`src/rtl/lvl_irq_ctrl.sv`:
```
`timescale 1ns/1ps
module lvl_irq_ctrl #(
  parameter int NSRC  = 8,
  parameter int DEPTH = 4,
  localparam int IW = $clog2(NSRC),
  localparam int SW = $clog2(DEPTH + 1),
  localparam int PW = (DEPTH > 1) ? $clog2(DEPTH) : 1
) (
  input  logic            clk,
  input  logic            rst_n,
  input  logic [NSRC-1:0] src_event,
  input  logic            cfg_we,
  input  logic [IW-1:0]   cfg_idx,
  input  logic            cfg_en,
  input  logic [1:0]      cfg_level,
  input  logic            clr_valid,
  input  logic [IW-1:0]   clr_idx,
  input  logic            gie,
  input  logic            ack_valid,
  input  logic [IW-1:0]   ack_idx,
  input  logic            ret_strobe,
  output logic            irq_req,
  output logic [IW-1:0]   irq_idx,
  output logic [1:0]      irq_level,
  output logic [1:0]      cur_level,
  output logic            stack_ovf
);

  function automatic logic [1:0] eff(input logic [1:0] l);
    return (l == 2'd0) ? 2'd1 : l;
  endfunction

  logic [NSRC-1:0] pend, en;
  logic [1:0]      lvl [NSRC];
  logic [1:0]      stk [DEPTH];
  logic [SW-1:0]   sp;
  logic [NSRC-1:0] clr_mask;
  logic            found;
  logic [IW-1:0]   win_idx;
  logic [1:0]      win_lvl;

  assign clr_mask = clr_valid ? (NSRC'(1) << clr_idx) : '0;

  always_comb begin
    found   = 1'b0;
    win_idx = '0;
    win_lvl = 2'd3;
    for (int i = NSRC - 1; i >= 0; i--) begin
      if (pend[i] && en[i] && eff(lvl[i]) != 2'd3 && eff(lvl[i]) <= win_lvl) begin
        found   = 1'b1;
        win_idx = IW'(i);
        win_lvl = eff(lvl[i]);
      end
    end
  end

  assign irq_req   = found && gie && (win_lvl < cur_level);
  assign irq_idx   = win_idx;
  assign irq_level = win_lvl;

  always_ff @(posedge clk) begin
    if (!rst_n) begin
      pend <= '0;
      en   <= '0;
      for (int i = 0; i < NSRC; i++) lvl[i] <= 2'd3;
    end else begin
      pend <= (pend & ~clr_mask) | src_event;
      if (cfg_we) begin
        en[cfg_idx]  <= cfg_en;
        lvl[cfg_idx] <= cfg_level;
      end
    end
  end

  always_ff @(posedge clk) begin
    if (!rst_n) begin
      cur_level <= 2'd3;
      sp        <= '0;
      stack_ovf <= 1'b0;
      for (int i = 0; i < DEPTH; i++) stk[i] <= 2'd3;
    end else begin
      stack_ovf <= 1'b0;
      if (ack_valid) begin
        cur_level <= eff(lvl[ack_idx]);
        if (sp == SW'(DEPTH)) begin
          stack_ovf <= 1'b1;
        end else begin
          stk[PW'(sp)] <= cur_level;
          sp           <= sp + 1'b1;
        end
      end else if (ret_strobe) begin
        if (sp != '0) begin
          cur_level <= stk[PW'(sp - 1'b1)];
          sp        <= sp - 1'b1;
        end else begin
          cur_level <= 2'd3;
        end
      end
    end
  end

endmodule

```
`config.mk`:
```
export PLATFORM = sky130hd
export DESIGN_NAME = lvl_irq_ctrl
export DESIGN_NICKNAME = d
export VERILOG_FILES = /design/src/rtl/lvl_irq_ctrl.sv
export SDC_FILE = /design/constraint.sdc
export NUM_CORES = 1
export LEC_CHECK = 0
export BUFFER_PORTS_ARGS = -buffer_cell sky130_fd_sc_hd__buf_2
export CAP_MARGIN = 20
export CELL_PAD_IN_SITES_DETAIL_PLACEMENT = 1
export CELL_PAD_IN_SITES_GLOBAL_PLACEMENT = 1
export CORE_MARGIN = 3
export CORE_UTILIZATION = 44
export CTS_CLUSTER_SIZE = 14
export DETAILED_ROUTE_END_ITERATION = 8
export GPL_ROUTABILITY_DRIVEN = 0
export GPL_TIMING_DRIVEN = 1
export PLACE_DENSITY_LB_ADDON = 0.1
export SKIP_CTS_REPAIR_TIMING = 1
export SLEW_MARGIN = 20
export SYNTH_ARGS = -nofsm -noshare
export SYNTH_HDL_FRONTEND = slang
export SYNTH_SLANG_ARGS = --single-unit
```
`constraint.sdc`:
```
create_clock -name clk -period 11.55 [get_ports clk]
set_input_delay 2.31 -clock clk [delete_from_list [all_inputs] [get_ports clk]]
set_output_delay 2.31 -clock clk [all_outputs]
set_load 0.01 [all_outputs]
```
Word-level counts from Yosys, hierarchy flattened. Memory sizes are Yosys's and may differ from the RTL's. Index checks and enable logic that the tools add are counted.

$add $sub $neg: 2. Magnitude comparators: 11. Eq/ne operators: 10. Shift operators: 1. Multiplexer cells: 59. Bitwise logic cells: 3. Reductions and logical operators: 43.

Operators with widths (number): $mux W2 (23); $mux W3 (13); $logic_and A1 B1 Y1 (27); $mux W1 (20); $logic_not A2 Y1 (9); $ne A2 B2 Y1 const B (9); $le A2 B2 Y1 (7); $and A8 B8 Y8 (1); $bwmux W8 (1); $mux W8 (1); $not A8 Y8 (1); $or A8 B8 Y8 (1); $shl A1 B3 Y8 const A (1); $lt A3 B4 Y1 const B (1); $reduce_bool A2 Y1 (2); $reduce_or A2 Y1 (2); $add A3 B1 Y3 const B (1); $demux W1 S3 (1); $eq A3 B3 Y1 const B (1); $ge A3 B1 Y1 const B (1); $reduce_and A3 Y1 (1); $reduce_bool A3 Y1 (1); $sub A3 B1 Y3 const B (1); $le A2 B2 Y1 const B (1); other kinds (2) (2).

Register bits after elaboration: 22. Memory bits (writable): 24. Logic and storage cells: 136. Memories kept: 2.

Memory list: lvl (depth 8, bits a word 2, rd ports 9, clocked after memory_dff 0, wr ports 8, RTL line 34) `logic [1:0] lvl [NSRC];`; stk (depth 4, bits a word 2, rd ports 1, clocked after memory_dff 0, wr ports 4, RTL line 35) `logic [1:0] stk [DEPTH];`.

Depth between registers and ports, before layout.
Depth in word-level cells: 29. Mapped depth: 44. Gate-level depth less buffers: 44.

Least setup slack after synthesis. OpenSTA, ideal clock, no wires.

Kind: flip-flop to output port. Start: reg pend[7]. End: out irq_req. Arrival: 7445 ps. Path slack: 1795 ps. Stages on the path, launching flop included: 43. Buffers on the path: 0. Path through: dfxtp_1 -> nand2_1 -> nor2_1 -> nand2_1 -> ha_1 -> nor2_1 -> o32a_1 -> or2_2 -> ha_1 -> nor2_1 -> or3_1 -> nand2_1 -> nand2_1 -> ha_1 -> o21bai_1 -> a21oi_1 -> o21ai_0 -> ha_1 -> (+7 left out) -> a21o_1 -> o31ai_1 -> o2bb2ai_1 -> nor2_1 -> inv_1 -> ha_1 -> o21bai_1 -> or4_4 -> a21oi_4 -> nor3_1 -> a21oi_1 -> ha_1 -> nand2_1 -> o21ai_0 -> nand2_1 -> mux2i_1 -> ha_1 -> a21oi_1.

Word-level cells in the longest chain between the ends: 27. Elaborated cells on any way between the ends: 36. Those cells by class: 8 x order compare; 16 x mux; 12 x reduce/logical.

Ends and longest elaborated chain: start, declared (RTL line 33) `logic [NSRC-1:0] pend, en;`; start signal, assigned (RTL line 67) `pend <= (pend & ~clr_mask) | src_event;`; $logic_and A1 B1 Y1 (*) (3 in a row) (RTL line 49) `if (pend[i] && en[i] && eff(lvl[i]) != 2'd3 && eff(lvl[i]) <= win_lvl) begin`; $mux W2 (*) (RTL line 49); $le A2 B2 Y1 (RTL line 49); $logic_and A1 B1 Y1 (RTL line 49); $mux W2 (*) (RTL line 49); $le A2 B2 Y1 (RTL line 49); $logic_and A1 B1 Y1 (RTL line 49); $mux W2 (*) (RTL line 49); (+10 left out); $logic_and A1 B1 Y1 (RTL line 49); $mux W2 (*) (RTL line 49); $le A2 B2 Y1 (RTL line 49); $logic_and A1 B1 Y1 (RTL line 49); $mux W2 (*) (RTL line 49); via irq_level[1] (RTL line 24) `output logic [1:0] irq_level,`; $lt A2 B2 Y1 (*) (RTL line 57) `assign irq_req = found && gie && (win_lvl < cur_level);`; $logic_and A1 B1 Y1 (*) (RTL line 57); end, declared (RTL line 22) `output logic irq_req,`.

The timed path passes the listed nets; every way through them passes the cells marked *.

Final worst setup path.
Start: reg pend[7]. End: out irq_req.

Word-level cells in the longest chain between the ends: 27. Elaborated cells on any way between the ends: 36. Those cells by class: 8 x order compare; 16 x mux; 12 x reduce/logical.

Ends and longest elaborated chain (RTL line): $logic_and A1 B1 Y1 (*) (3 in a row) (49); $mux W2 (49); $le A2 B2 Y1 (49); $logic_and A1 B1 Y1 (49); $mux W2 (49); $le A2 B2 Y1 (49); $logic_and A1 B1 Y1 (49); $mux W2 (49); (+9 left out); $le A2 B2 Y1 (49); $logic_and A1 B1 Y1 (49); $mux W2 (49); $le A2 B2 Y1 (49); $logic_and A1 B1 Y1 (49); $mux W2 or $mux W1 (tied branches) (49); $lt A2 B2 Y1 or $logic_and A1 B1 Y1 (tied branches) (57); $logic_and A1 B1 Y1 (*) (57).

Every way passes the cells marked *; elsewhere a longest branch is shown, timed or not.

==> out/qor.csv <==
metric;value;unit
status;finished clean;
clkLatencyLatePin;0.30;ns
cts_tree;built;
finalCriticalPeriod;10.86;ns
drtIter0Drc;77;
start_util;45.57;%
nNetsFinal;396;
setup_tns;0;ns
hold_path_startpoint;en[3];
critPathKind;register to output pin;
utilization;51.27;%
synth_edf_count;24;
syn_avg_cell_area;8.927;sq um
syn_nets;365;
grt_pass1_wl;12.59;mm
drt-total-wl;7.727;mm
cp-startpoint;pend[7];
drt_first_pass_iters;4;
p_comb_share;23.4;%
nFillCells;793;
fmax;92.04;MHz
clk_pin_slew;0.08;ns
power.total;423.8;uW
grt_overflow_total;0;
port_buffers;35;
core;0.006386;sq mm
hold_viol_final;0;
drv_slew;0;
yosysWarningCount;0;
final_cell_mix;44 x nand2_1, 35 x buf_2, 28 x o21ai_0, 26 x nor2_1, 25 x nor2b_1;
grt_max_degree;39;
dieArea;0.007627;sq mm
num_vias;2550;
finalSetupViolations;0;
cpLargestDelayFamily;simple AND/OR/NAND/NOR gates;
p_clk_share;28.4;%
fin_skew;0.008162;ns
wl_per_cell;17.76;microns
ctsRootBufferMaster;clkbuf_8;
power_frac_seq;48.2;%
final.period_utilization;94.07;%
power.internal;294.8;uW
critPathBufInv;2;
cp-end-kind;output pin;
p_per_area;129.4;mW/mm^2
critical-path-slowest-cell;or4_4;
post-dp-hpwl;6.079;mm
cts_inserted_buffers;5;
r2r-start;sp[0];
ys_seq_area_share;39.90;%
instances_no_fill;435;
grt_pass1_vias;2525;
die_h;87.33;microns
layout_commonest_cell;nand2_1;
die_w;87.33;microns
worstMarginPinSlew;0.5944;ns
remaining_drc_errors;0;
cts.sinks;46;
avgViaCountPerCell;5.862;
switching_share;30.44;%
crit_arrival;8.55;ns
startpoint_type;register;
row_count;29;
antenna_found_initial;0;
synth_area;0.002910;sq mm
cts_max_level;2;
drive_above_1_share;17.04;%
ir_drop;0.09731;mV
hold_path_class;register to register;
ant_nets;0;
async_flop_share;0;%
antenna_cells;0;
slowest_delay;0.44;ns
synth_top_area_share;24.76;%
r2r_setup_slack;9.41;ns
maxCapViolations;0;
holdWs;0.5007;ns
cp_max_fo;6;
cts_buffer_depth;2;
cp_common_cell;ha_1;
area_growth;12.51;%
io_pins;36;
dp_cells;427;
p_sw;129.0;uW
synth.distinct_cells;53;
required;9.24;ns
ys_seq_elements;46;
yosysTopAreaCell;edfxtp_1;
max-slew-margin-rel;60.37;%
synthCells;326;
synthTopCellsByArea;edfxtp_1 25%, dfxtp_1 15%, nand2_1 5.7%;
synth_flop_cell;edfxtp_1;
grt_use_total;21.20;%
p_leak;0.001184;uW
layer usage:
metal  global-route usage [%]  share of wire [%]
met5                        0                  0
met4                    5.997                1.4
met3                    3.406                3.6
met2                    34.38                 46
met1                    29.11                 49
power groups by stage:
stage | registers [uW] | clock network [uW] | logic [uW]
after floorplan | 199 | 0 | 78.1
after global placement | 206 | 0 | 95.7
after detailed placement | 207 | 0 | 99.1
after CTS | 204 | 123 | 99.6
after global routing | 206 | 129 | 113
final | 204 | 120 | 99.3
logic make-up (layout without fill, tap and decap cells):
kind of cell	after synthesis	count (layout)	share of synthesized area [%]
compound gates	91	91	20.68
xor+xnor	4	4	1.204
buf+inv	17	49	2.193
mux	8	8	4.643
simple gates	148	148	26.23
flops	46	46	39.90
fa+ha+maj	12	12	5.159
area by class of cell:
class,instances,area [sq um],share of cell area [%]
multi-input combinational,263,1705,52.08
sequential,46,1161,35.46
timing repair buffer,35,175.2,5.350
tap,77,96.34,2.942
clock buffer,5,68.82,2.102
clock inverter,3,45.04,1.376
inverter,6,22.52,0.6878
worst paths after layout:
kind / to / cells past startpoint
worst min-delay path: en[3] / 2
worst max register to register: stk[2][0] / 7
worst max-delay path: irq_req / 45
worst min register to register: en[3] / 2
stage by stage:
stage | cell area (sq um) | worst slack, ns
after floorplan | 2910 | 1.795
after global placement | 3141 | 1.264
after detailed placement | 3141 | 0.9368
after CTS | 3254 | 0.5583
after global routing | 3274 | -0.03728
final | 3274 | 0.6854
worst reg2reg max path, cell delays in order, from the launching register on:
cell,delay [ns]
dfxtp_1,0.52
inv_1,0.17
ha_1,0.26
nand2_1,0.14
nand3_1,0.19
nor2_1,0.25
nand2_1,0.11
or2_2,0.28
flip-flops by register name (all words and copies together), names as in the netlist:
signal	cells
cur_level	2
en	8
lvl	16
pend	8
sp	3
stack_ovf	1
stk	8
Yosys cell counts (2+ instances only):
cell,number
and2_1,3
o22a_1,2
mux4_2,3
o22ai_1,3
o21bai_1,4
o21ai_1,3
nand3_1,13
or2_2,4
ha_1,12
nand2_1,44
xnor2_1,4
dfxtp_1,22
nand2b_1,10
edfxtp_1,24
and3b_1,2
nand3b_2,2
or3_1,2
nand4_1,4
a21oi_1,15
nor2b_1,25
a21boi_0,7
mux2i_1,3
nor3_1,7
a21o_1,3
o211ai_1,3
o2bb2ai_1,2
o221ai_1,2
a31oi_1,4
clkbuf_1,10
o21ai_0,29
inv_1,6
o31ai_1,3
nor2_1,26
No activity file was read; power rests on OpenSTA's default activity.
